File: src/rtl/mmc_clk_pkg.sv
package mmc_clk_pkg;

    // States of the card clock sequencer
    typedef enum logic [1:0] {
        ST_OFF  = 2'd0,   // disabled, clock low
        ST_LOW  = 2'd1,   // counting the low half-period
        ST_HIGH = 2'd2,   // counting the high half-period
        ST_HOLD = 2'd3    // stalled by a FIFO guard, clock low
    } ckst_e;

    // Width of the power-save exponent field
    localparam int PWS_W = 3;

    // Counter width needed for a given divider width
    function automatic int cnt_width(input int div_w);
        return div_w + (1 << PWS_W) + 1;
    endfunction

endpackage

File: src/rtl/mmc_clk_halfsel.sv
// Computes the half-period length in system cycles for the current settings.
module mmc_clk_halfsel
    import mmc_clk_pkg::*;
#(
    parameter int DIV_W = 8,
    parameter int CNT_W = cnt_width(DIV_W)
) (
    input  logic [DIV_W-1:0] clkdiv,
    input  logic             pws_en,
    input  logic [PWS_W-1:0] pws_div,
    input  logic             bus_active,
    output logic [CNT_W-1:0] half_len
);

    logic             pws_on;
    logic [PWS_W-1:0] exp_eff;
    logic [PWS_W:0]   shamt;
    logic [CNT_W-1:0] base_len;

    always_comb begin
        pws_on   = pws_en && !bus_active;
        exp_eff  = (pws_div == '0) ? PWS_W'(1) : pws_div;
        shamt    = {1'b0, exp_eff} + (PWS_W+1)'(1);
        base_len = CNT_W'(clkdiv) + CNT_W'(1);
        half_len = pws_on ? (base_len << shamt) : base_len;
    end

endmodule

File: src/rtl/mmc_clk_stallgate.sv
// Decides whether the FIFO guards must freeze the card clock.
module mmc_clk_stallgate (
    input  logic rd_proof,
    input  logic wr_proof,
    input  logic bus_active,
    input  logic dir_write,
    input  logic fifo_full,
    input  logic fifo_empty,
    output logic stall
);

    logic rd_block;
    logic wr_block;

    always_comb begin
        rd_block = rd_proof && bus_active && !dir_write && fifo_full;
        wr_block = wr_proof && bus_active &&  dir_write && fifo_empty;
        stall    = rd_block || wr_block;
    end

endmodule

File: src/rtl/mmc_clk_fsm.sv
// State machine and half-period counter producing the card clock and strobe.
module mmc_clk_fsm
    import mmc_clk_pkg::*;
#(
    parameter int CNT_W = 17
) (
    input  logic             clk,
    input  logic             rst_n,
    input  logic             en,
    input  logic             stall,
    input  logic [CNT_W-1:0] half_len,
    output logic             card_clk,
    output logic             rise_stb
);

    ckst_e            st_q, st_n;
    logic [CNT_W-1:0] cnt_q, cnt_n;
    logic [CNT_W-1:0] hl_q, hl_n;
    logic             cnt_done;
    logic             clk_q, stb_q;

    assign cnt_done = (cnt_q == hl_q - CNT_W'(1));

    // Next-state and counter logic
    always_comb begin
        st_n  = st_q;
        cnt_n = cnt_q;
        hl_n  = hl_q;
        unique case (st_q)
            ST_OFF: begin
                cnt_n = '0;
                if (en) begin
                    st_n = ST_LOW;
                    hl_n = half_len;
                end
            end
            ST_LOW: begin
                if (!en) begin
                    st_n  = ST_OFF;
                    cnt_n = '0;
                end else if (cnt_done) begin
                    cnt_n = '0;
                    if (stall) begin
                        st_n = ST_HOLD;
                    end else begin
                        st_n = ST_HIGH;
                        hl_n = half_len;
                    end
                end else begin
                    cnt_n = cnt_q + CNT_W'(1);
                end
            end
            ST_HIGH: begin
                if (cnt_done) begin
                    cnt_n = '0;
                    st_n  = en ? ST_LOW : ST_OFF;
                end else begin
                    cnt_n = cnt_q + CNT_W'(1);
                end
            end
            ST_HOLD: begin
                cnt_n = '0;
                if (!en) begin
                    st_n = ST_OFF;
                end else if (!stall) begin
                    st_n = ST_HIGH;
                    hl_n = half_len;
                end
            end
        endcase
    end

    // State register
    always_ff @(posedge clk or negedge rst_n) begin
        if (!rst_n) begin
            st_q  <= ST_OFF;
            cnt_q <= '0;
            hl_q  <= CNT_W'(1);
        end else begin
            st_q  <= st_n;
            cnt_q <= cnt_n;
            hl_q  <= hl_n;
        end
    end

    // Registered outputs
    always_ff @(posedge clk or negedge rst_n) begin
        if (!rst_n) begin
            clk_q <= 1'b0;
            stb_q <= 1'b0;
        end else begin
            clk_q <= (st_n == ST_HIGH);
            stb_q <= (st_n == ST_HIGH) && (st_q != ST_HIGH);
        end
    end

    assign card_clk = clk_q;
    assign rise_stb = stb_q;

endmodule

File: src/rtl/mmc_clkgen.sv
// Top: card bus clock generator with power save and FIFO stall guards.
module mmc_clkgen
    import mmc_clk_pkg::*;
#(
    parameter int DIV_W = 8
) (
    input  logic             clk,
    input  logic             rst_n,
    input  logic             en,
    input  logic [DIV_W-1:0] clkdiv,
    input  logic             pws_en,
    input  logic [2:0]       pws_div,
    input  logic             rd_proof,
    input  logic             wr_proof,
    input  logic             bus_active,
    input  logic             dir_write,
    input  logic             fifo_full,
    input  logic             fifo_empty,
    output logic             card_clk,
    output logic             rise_stb
);

    localparam int CNT_W = cnt_width(DIV_W);

    logic [CNT_W-1:0] half_len;
    logic             stall;

    mmc_clk_halfsel #(.DIV_W(DIV_W), .CNT_W(CNT_W)) u_half (
        .clkdiv     (clkdiv),
        .pws_en     (pws_en),
        .pws_div    (pws_div),
        .bus_active (bus_active),
        .half_len   (half_len)
    );

    mmc_clk_stallgate u_stall (
        .rd_proof   (rd_proof),
        .wr_proof   (wr_proof),
        .bus_active (bus_active),
        .dir_write  (dir_write),
        .fifo_full  (fifo_full),
        .fifo_empty (fifo_empty),
        .stall      (stall)
    );

    mmc_clk_fsm #(.CNT_W(CNT_W)) u_fsm (
        .clk      (clk),
        .rst_n    (rst_n),
        .en       (en),
        .stall    (stall),
        .half_len (half_len),
        .card_clk (card_clk),
        .rise_stb (rise_stb)
    );

endmodule

File: config.mk
export PLATFORM = sky130hd
export DESIGN_NAME = mmc_clkgen
export DESIGN_NICKNAME = d
export VERILOG_FILES = /design/src/rtl/mmc_clk_pkg.sv /design/src/rtl/mmc_clk_halfsel.sv /design/src/rtl/mmc_clk_stallgate.sv /design/src/rtl/mmc_clk_fsm.sv /design/src/rtl/mmc_clkgen.sv
export SDC_FILE = /design/constraint.sdc
export NUM_CORES = 1
export LEC_CHECK = 0
export ABC_AREA = 1
export BUFFER_PORTS_ARGS = -buffer_cell sky130_fd_sc_hd__buf_4
export CAP_MARGIN = 20
export CORE_AREA = 4 4 78 80
export CTS_BUF_LIST = sky130_fd_sc_hd__clkbuf_4
export CTS_CLUSTER_DIAMETER = 100
export DETAILED_ROUTE_END_ITERATION = 10
export DIE_AREA = 0 0 82 84
export PLACE_DENSITY = 0.84
export REMOVE_ABC_BUFFERS = 1
export SYNTH_ARGS = -nofsm -noshare
export SYNTH_HDL_FRONTEND = slang
export SYNTH_SLANG_ARGS = --single-unit
File: constraint.sdc
create_clock -name clk -period 6.1 [get_ports clk]
set_input_delay 0.61 -clock clk [delete_from_list [all_inputs] [get_ports clk]]
set_output_delay 0.61 -clock clk [all_outputs]
set_load 0.01 [all_outputs]
# Yosys cells after proc, flatten, opt, wreduce, memory -nomap -nowiden
# Index checks and enable logic that the tools add are counted.
[classes]
addsub = 4
multipliers = 0
n_div = 0
magnitude_cmp = 0
n_eq_ne = 10
n_shift = 1
mux = 20
n_bitwise = 0
reduce_logical = 16
[ops]
columns = ["op", "n"]
rows = [
  ["$mux W17", 8],
  ["$pmux W17 S3", 2],
  ["$add A17 B1 Y17 const B", 1],
  ["$eq A17 B17 Y1", 1],
  ["$shl A17 B4 Y17", 1],
  ["$sub A17 B1 Y17 const B", 1],
  ["$mux W2", 6],
  ["$add A8 B1 Y9 const B", 1],
  ["$logic_and A1 B1 Y1", 8],
  ["$ne A2 B2 Y1 const B", 4],
  ["$pmux W2 S4", 1],
  ["$eq A2 B2 Y1 const B", 3],
  ["$reduce_and A5 Y1", 1],
  ["$add A3 B1 Y4 const B", 1],
  ["$logic_not A3 Y1", 1],
  ["$mux W3", 1],
  ["$reduce_bool A3 Y1", 1],
  ["$eq A2 B1 Y1 const B", 1],
  ["$logic_not A1 Y1", 2],
  ["$logic_not A2 Y1", 1],
  ["$mux W1", 2],
  ["$ne A2 B1 Y1 const B", 1],
  ["$reduce_or A2 Y1", 1],
  ["$logic_or A1 B1 Y1", 1],
]
[word_totals]
reg_bits = 38
latchBits = 0
ram_bits = 0
rom_bits = 0
in_bits = 21
output_inout_bits = 2
memories = 0

# Logic depth before layout (Yosys ltp)
# Gate-level depths: netlist (run 1).
[depth]
ltp_word = 10
depth_mapped = 18
mapped_depth_nobuf = 17

# Cells and area by module
# Synthesis (run 1) repeated with hierarchy kept, for this count alone.
[unflattened]
cells_unflattened = 542
hier_area_um2 = 3334.4
[modules_own_cells]
columns = ["mod", "instances", "cells_each", "area_each_um2", "seq_area_each_um2"]
rows = [
  ["mmc_clk_fsm", 1, 365, 2496.1, 952.2],
  ["mmc_clk_halfsel", 1, 173, 818.3, 0.0],
  ["mmc_clk_stallgate", 1, 4, 20.0, 0.0],
]

# Worst setup path before layout (run 1)
# OpenSTA, ideal clock, no wires.
[synth_path]
kind = "in2reg"
start = "input port pws_div[1]"
end = "register u_fsm.hl_q[12]"
setup_ns = 0.067
arrival_ns = 2.367
t_required_ns = 6.033
setup_slack_ns = 3.667
stages = 11
path_buffers = 2
path_cell_list = "o21ai_0 clkbuf_1 ha_1 inv_1 clkbuf_1 o21ai_0 o21ai_0 nand2_1 nand2_1 nand3_1 nand2_1"
[synth_between]
elab_chain_cells = 9
[synth_rtl]
columns = ["item", "line", "text"]
rows = [
  ["from (decl)", "mmc_clkgen.sv:12", "input logic [2:0] pws_div,"],
  ["$logic_not A3 Y1", "mmc_clk_halfsel.sv:22", "exp_eff = (pws_div == '0) ? PWS_W'(1) : pws_div;"],
  ["$mux W3 (*)", "mmc_clk_halfsel.sv:22", ""],
  ["$add A3 B1 Y4 (*)", "mmc_clk_halfsel.sv:23", "shamt = {1'b0, exp_eff} + (PWS_W+1)'(1);"],
  ["$shl A17 B4 Y17 (*)", "mmc_clk_halfsel.sv:25", "half_len = pws_on ? (base_len << shamt) : base_len;"],
  ["$mux W17 (*)", "mmc_clk_halfsel.sv:25", ""],
  ["$mux W17", "mmc_clk_fsm.sv:43, mmc_clk_fsm.sv:65", ""],
  ["$mux W17", "mmc_clk_fsm.sv:41", "end else if (cnt_done) begin"],
  ["$mux W17", "mmc_clk_fsm.sv:38", "if (!en) begin"],
  ["$pmux W17 S3 (*)", "mmc_clk_fsm.sv:29", "unique case (st_q)"],
  ["to (signal assigned)", "mmc_clk_fsm.sv:82", "hl_q <= hl_n;"],
  ["to (decl)", "mmc_clk_fsm.sv:18", "logic [CNT_W-1:0] hl_q, hl_n;"],
]
# Mark *: on every way between the ends. The rest lies on a longest branch, timed or not. The select of a mux whose other input is x is not followed.
# A chain may end at the register's enable or synchronous reset.

# Final worst setup path (run 1)
[layout_path]
start = "input port pws_div[0]"
end = "register u_fsm.hl_q[8]"
# Same word-level chain as after synthesis.

==> reports/summary.txt, run 1 <==
crit path time final = 2.91 ns
drt wl/cell = 12.8 microns
I/O pin cnt = 23
via density per instance = 5.37
Layout area overhead = 9.14%
Yosys reg bits = 38
DRT iter0 DRCs = 183
Post-Route Utilization = 0.685
Peak Freq = 344 MHz
Slew Limit Fails = 0
site row count = 27
vias in the first global route = 3241
synthesized cell area = 3390 sq um
vias post-DR = 3429
register area share after synthesis = 0.281
clock root buffer = clkbuf_4
cells after synthesis = 546
r2r setup slk = 3.42 ns
final setup fails = 0
Die W = 82 microns
WP data required = 6.39 ns
final hold violations = 0
antenna-violating nets left = 0
drc violations = 0
CTS tree = built
IO Port Bufs = 22
Max FO, Critical Path = 14
# diodes = 0
Synth Warn # = 0
pin count of the biggest net entering global routing = 39
final HPWL from detailed placement = 6.43 mm
core area = 5410 sq um
hold bufs inserted after CTS = 0
Area contributors post-synth = dfrtp_1 (27%), nand2_1 (19%), nand3_1 (10%)
worst-margin pin slew = 0.961 ns
first-pass GRT wire length = 14.2 mm
drt pass-1 iters = 5
post-synth top area cell = dfrtp_1
final WL = 8.19 mm
Setup TNS = 0 ns
Clock Latency Late Sink = 0.36 ns
Post-CTS Setup Repair Bufs = 0
Synth top area share = 0.273
total CTS buffers = 5
clock skew = 0.0229 ns
layout cells sized above 1 = 0.115
type of the worst setup path = in2reg
VDD IR max = 0.157 mV
H-tree levels = 2
CP max stage delay = 0.75 ns
min-delay worst type = in2async
Crit path arrival time = 3.20 ns
CTS Sinks = 38
crit path max-delay cell type = xnor2_1
max-cap viol count = 0
final global-route overflow total = 0
status = complete, no violations
Setup crit end kind = flip-flop
Die ar. = 6890 sq um
total track usage = 0.257
syn avg cell area = 6.22 sq um
crit path cell chain = buf_4 > inv_1 > o21ai_0 > buf_4 > ha_1 > xnor2_1 > clkinv_1 > nor4_1 > nand2_1 > nand3_1 > nand3_1 > nand2_1
Worst-path clk slew = 0.13 ns
initial antenna violation count = 0
Cell Pwr Density = 355 nW/um^2
post_cts resized = 0
RSZ-0062 raised after global routing = no
clk buf depth = 2
max_slew headroom = 0.355
die height = 84 microns
post-synthesis cell type count = 40
global placement routability congestion = 0.976
Starting Density = 0.628
CP Launch Type = primary input
Lkg Pwr = 0.00213 uW
Fill cells = 499
nets = 590
fin crit share = 0.477
==> critical path, delay by kind of cell <==
kind / cells / cell delay, ns
AO/OA/AOI/OAI: 1 / 0.06
XOR/XNOR: 1 / 0.75
adder cells (fa/ha/maj): 1 / 0.21
buffers and inverters: 4 / 0.82
AND/OR/NAND/NOR: 5 / 0.73
==> logic make-up (layout without fill, tap and decap cells) <==
kind of cell,after synthesis,count (layout),share of synthesized area
AO/OA/AOI/OAI,45,45,0.0874
XOR/XNOR,19,19,0.0531
adder cells (fa/ha/maj),4,4,0.0147
buffers and inverters,100,120,0.116
flip-flops,38,38,0.281
AND/OR/NAND/NOR,340,340,0.449
==> cell usage in the layout, fill, tap and decap left out, types with 2 or more instances in the layout <==
cell         n
dfrtp_1     37
ha_1         4
nand4_1     11
o21bai_1     2
inv_2        3
o21ai_0     10
clkinv_1     3
o21ai_1      2
xnor2_1      5
or2_2        5
nor2_1      51
inv_1       83
nand2_2      3
nor2_4       4
clkbuf_4     5
bufinv_16    2
nand3b_1     7
a22oi_1      3
nor4_1       2
a21oi_1      9
nor2_2       3
o21ai_2     11
nor3_1       3
nand2_1    175
o22ai_1      3
buf_4       23
nand3_1     71
xor2_1      13
==> per-stage QoR <==
stage / hold slack, ns / setup slack (ns) / std cells / total power [uW] / instance area (sq um)
2_1_floorplan: 0.314 / 3.16 / 535 / 925 / 3340
3_3_place_gp: 0.487 / 2.94 / 630 / 1070 / 3600
3_5_place_dp: 0.490 / 2.91 / 630 / 1080 / 3600
4_1_cts: 0.204 / 3.26 / 638 / 1310 / 3700
5_1_grt: 0.216 / 2.95 / 638 / 1440 / 3700
6_report: 0.197 / 3.19 / 638 / 1320 / 3700
==> power breakdown <==
part	internal (uW)	switching [uW]
combinational	244	469
clock	128	95.7
sequential	303	77.5
==> sequential cells by signal, indices dropped and copies added (netlist names) <==
| register | cells |
|---|---|
| u_fsm.rise_stb | 1 |
| u_fsm.card_clk | 1 |
| u_fsm.cnt_q | 17 |
| u_fsm.st_q | 2 |
| u_fsm.hl_q | 17 |
==> final timing paths <==
path,cells past startpoint,from,to
min in group clk,2,u_fsm.hl_q[16],u_fsm.hl_q[16]
max in group asynchronous,1,rst_n,u_fsm.hl_q[0]
min reg2reg,2,u_fsm.hl_q[16],u_fsm.hl_q[16]
max,12,pws_div[0],u_fsm.hl_q[8]
max reg2reg,16,u_fsm.hl_q[0],u_fsm.hl_q[6]
min,1,rst_n,u_fsm.cnt_q[3]
==> final cells by class <==
class                      instances  area [sq um]  share of cell area
clock inverter                     3          68.8              0.0186
timing repair buffer              23           173              0.0466
sequential                        38           952               0.257
multi-input combinational        408          2050               0.553
inverter                          89           334              0.0902
clock buffer                       5          37.5              0.0101
tap                               72          90.1              0.0243
==> cell usage after synthesis, drive strengths merged <==
| cell | number |
|---|---|
| xor2 | 13 |
| xnor2 | 5 |
| o211ai | 1 |
| ha | 4 |
| dfstp | 1 |
| o2111ai | 1 |
| nor2 | 58 |
| clkinv | 3 |
| o22ai | 3 |
| nor3b | 1 |
| clkbuf | 7 |
| dfrtp | 37 |
| inv | 86 |
| nand4 | 11 |
| or2 | 5 |
| nand3b | 7 |
| a31oi | 1 |
| nand2 | 179 |
| a22oi | 3 |
| o21bai | 2 |
| nor3 | 4 |
| xnor3 | 1 |
| nor4 | 2 |
| o21ai | 23 |
| a21oi | 9 |
| o31ai | 1 |
| a32oi | 1 |
| nand3 | 73 |
| buf | 4 |
==> per-layer routing <==
layer,vias to the layer above,GRT usage,share of wire
li1,1768,-,-
met3,19,0.0302,0.043
met2,109,0.446,0.50
met4,0,0.103,0.021
met5,-,0,0
met1,1533,0.315,0.43
No activity file was read; power rests on OpenSTA's default activity.
==> run 2, diff against run 1 <==
--- a/config.mk
+++ b/config.mk
@@ -5,7 +5,7 @@
 export SDC_FILE = /design/constraint.sdc
 export NUM_CORES = 1
 export LEC_CHECK = 0
-export ABC_AREA = 1
+export ABC_AREA = 0
 export BUFFER_PORTS_ARGS = -buffer_cell sky130_fd_sc_hd__buf_4
 export CAP_MARGIN = 20
 export CORE_AREA = 4 4 78 80
@@ -13,7 +13,7 @@
 export CTS_CLUSTER_DIAMETER = 100
 export DETAILED_ROUTE_END_ITERATION = 10
 export DIE_AREA = 0 0 82 84
-export PLACE_DENSITY = 0.84
+export PLACE_DENSITY = 0.82
 export REMOVE_ABC_BUFFERS = 1
 export SYNTH_ARGS = -nofsm -noshare
 export SYNTH_HDL_FRONTEND = slang
==> constraint.sdc (replaced) <==
create_clock -name clk -period 2.7 [get_ports clk]
set_input_delay 0.27 -clock clk [delete_from_list [all_inputs] [get_ports clk]]
set_output_delay 0.27 -clock clk [all_outputs]
set_load 0.01 [all_outputs]
==> reports/summary.txt, run 2 <==
WP data required = 2.95 ns (was 6.39 ns)
Lkg Pwr = 0.00176 uW (was 0.00213 uW)
total track usage = 0.279 (was 0.257)
worst setup margin = -0.0995 ns (was 3.19 ns)
predominant post-synthesis flop cell = dfrtp_1 (unchanged)
post-synthesis cell type count = 68 (was 40)
highest-count cells in the layout ignoring fill and taps = buf_4 (56), nor2_1 (36), dfrtp_1 (35) (was nand2_1 (175), inv_1 (83), nand3_1 (71))
Cell Pwr Density = 331 nW/um^2 (was 355 nW/um^2)
CTS tree = built (unchanged)
Die ar. = 6890 sq um (unchanged)
Synth Warn # = 0 (unchanged)
core area = 5410 sq um (unchanged)
drc violations = 0 (unchanged)
CP Launch Type = flip-flop (was primary input)
Die W = 82 microns (unchanged)
Fill cells = 414 (was 499)
Worst-path clk slew = 0.13 ns (about the same)
pin count of the biggest net entering global routing = 39 (unchanged)
post-synth top area cell = dfrtp_1 (unchanged)
synthesized cell area = 3300 sq um (was 3390 sq um)
first-pass GRT wire length = 15.1 mm (was 14.2 mm)
final hold violations = 0 (unchanged)
Worst R2R End = u_fsm.hl_q[4] (was u_fsm.hl_q[6])
Synth top area share = 0.281 (was 0.273)
H-tree levels = 2 (unchanged)
hold path depth = 2
syn avg cell area = 8.57 sq um (was 6.22 sq um)
DRT met1 WL = 4.14 mm (was 3.54 mm)
Met3 Wirelength = 609 microns (was 350 microns)
r2r setup slk = -0.1 ns (was 3.42 ns)
I/O pin cnt = 23 (unchanged)
VDD IR max = 0.261 mV (was 0.157 mV)
max-cap viol count = 0 (unchanged)
clock root buffer = clkbuf_4 (unchanged)
Layout area overhead = 21.2% (was 9.14%)
vias in the first global route = 3102 (was 3241)
most frequent cells after synthesis = dfrtp_1 (37), nor2_1 (36), nand2_1 (24) (was nand2_1 (175), inv_1 (83), nand3_1 (71))
Clock Latency Late Sink = 0.35 ns (was 0.36 ns)
crit path time final = 2.80 ns
Post-Route Utilization = 0.740 (was 0.685)
failing checks = setup timing
drt wl/cell = 18.4 microns (was 12.8 microns)
Yosys reg bits = 38 (unchanged)
fin crit share = 1.04
RR Startpoint = u_fsm.hl_q[1] (was u_fsm.hl_q[0])
final WL = 9.34 mm (was 8.19 mm)
Area contributors post-synth = dfrtp_1 (28%), xor2_1 (5.8%), xnor2_1 (5.0%) (was dfrtp_1 (27%), nand2_1 (19%), nand3_1 (10%))
final setup fails = 23 (was 0)
Synth async-reset ratio = 1.00 (unchanged)
most common cell in the netlist = dfrtp_1 (was nand2_1)
die height = 84 microns (unchanged)
max_slew headroom = 0.616 (was 0.355)
Largest regs = u_fsm.cnt_q: 17 flops, u_fsm.hl_q: 17 flops, u_fsm.st_q: 2 flops (unchanged)
total CTS buffers = 5 (unchanged)
worst-margin pin slew = 0.571 ns (was 0.961 ns)
met2 wire len = 4.43 mm (was 4.13 mm)
# diodes = 0 (unchanged)
cells after synthesis = 385 (was 546)
via density per instance = 6.31 (was 5.37)
Max FO, Critical Path = 5 (was 14)
clk buf depth = 2 (unchanged)
site row count = 27 (unchanged)
min-delay worst type = in2reg (was in2async)
DRT iter0 DRCs = 234 (was 183)
RSZ-0062 raised after global routing = yes (was no)
status = finished, violations left (was complete, no violations)
R2R depth = 9 (was 16)
drt pass-1 iters = 5 (unchanged)
beginning of the worst hold path = en
Setup crit end kind = flip-flop (unchanged)
clock skew = 0.0186 ns (was 0.0229 ns)
Worst Hold End = u_fsm.st_q[0]
final global-route overflow total = 0 (unchanged)
vias post-DR = 3197 (was 3429)
initial antenna violation count = 0 (unchanged)
global placement routability congestion = 0.973 (was 0.976)
final HPWL from detailed placement = 6.73 mm (was 6.43 mm)
multi-input logic area = 2280 sq um (was 2050 sq um)
top layer in use = met4 (unchanged)
area occupied by registers = 955 sq um (was 952 sq um)
hold_ws = 0.158 ns (was 0.197 ns)
Starting Density = 0.610 (was 0.628)
Peak Freq = 357 MHz
IO Port Bufs = 22 (unchanged)
type of the worst setup path = reg2reg (was in2reg)
commonest non-fill, non-tap cell in the layout = buf_4 (was nand2_1)
number of flops mapped to enable cells by yosys = 0 (unchanged)
Slew Limit Fails = 0 (unchanged)
nets = 459 (was 590)
register area share after synthesis = 0.289 (was 0.281)
layout cells sized above 1 = 0.260 (was 0.115)
antenna-violating nets left = 0 (unchanged)
Crit path arrival time = 3.05 ns (was 3.20 ns)
CTS Sinks = 38 (unchanged)
==> run 2: worst max path at each step <==
stage | to | from | depth (start not counted)
final | u_fsm.hl_q[4] | u_fsm.hl_q[1] | 9
after CTS | u_fsm.hl_q[3] | u_fsm.hl_q[3] | 9
after global placement | u_fsm.hl_q[2] | u_fsm.hl_q[1] | 9
after floorplan | u_fsm.hl_q[6] | pws_div[0] | 10
after detailed placement | u_fsm.hl_q[3] | u_fsm.hl_q[1] | 9
after global routing | u_fsm.hl_q[16] | u_fsm.hl_q[1] | 9
==> run 2: cells by family (layout without fill, tap and decap cells) <==
family                     count (synthesis)  count (layout)  synth area share
and+or+nand+nor                          165             165             0.272
AOI/OAI and AO/OA                         72              72             0.166
xor gates and xnor gates                  41              41             0.109
DFF                                       38              38             0.289
buffers and inverters                     38              88            0.0550
muxes                                     27              27            0.0945
adders and majority gates                  4               4            0.0152
==> run 2: power breakdown <==
group	switching [uW]	internal [uW]	leakage (uW)	total, uW
Sequential	0	569	0.000478	569
Clock	215	290	0.0000554	505
Combinational	146	102	0.00123	248
Total	361	961	0.00176	1320
==> run 2: timing repair <==
| action | in CTS | in global routing |
|---|---|---|
| endpoints found under the hold margin | 37 | 0 |
| buffers inserted | 9 | 1 |
| hold buffers | 1 | 0 |
| pin swaps | 5 | 8 |
| cloned | 2 | 0 |
| endpoints found under the setup margin | 15 | 38 |
| gates resized for setup | 17 | 15 |
==> run 2: worst max-delay path, stage by stage, from the launching register on <==
cell,delay (ns)
dfrtp_1,0.42
buf_6,0.13
or4_4,0.47
or3_4,0.41
xnor2_4,0.14
nor3b_2,0.18
nand4_1,0.16
o21ai_4,0.26
buf_6,0.19
mux2_2,0.33
==> run 2: per-layer routing <==
metal	vias up	track usage
met4	0	0.0755
li1	1509	-
met1	1527	0.387
met2	138	0.439
met3	23	0.0486
met5	-	0
==> run 2: area by class of cell <==
cell class                      instances  area share
Clock inverter                          3      0.0172
Multi-Input combinational cell        309       0.569
Sequential cell                        38       0.239
Timing Repair Buffer                   63       0.127
Tap cell                               72      0.0225
Inverter                               17      0.0160
Clock buffer                            5     0.00939
==> run 2: stage by stage <==
| step | TNS (ns) | area (sq um) | cells | setup WS (ns) | total power (uW) |
|---|---|---|---|---|---|
| floorplan | -1.65 | 3180 | 364 | -0.159 | 721 |
| global placement | -0.0771 | 3690 | 489 | -0.0171 | 818 |
| detailed placement | -0.478 | 3690 | 489 | -0.0677 | 820 |
| CTS | -0.380 | 3990 | 509 | -0.0420 | 1330 |
| global route | -4.63 | 4000 | 507 | -0.191 | 1380 |
| finish | -0.977 | 4000 | 507 | -0.0995 | 1320 |
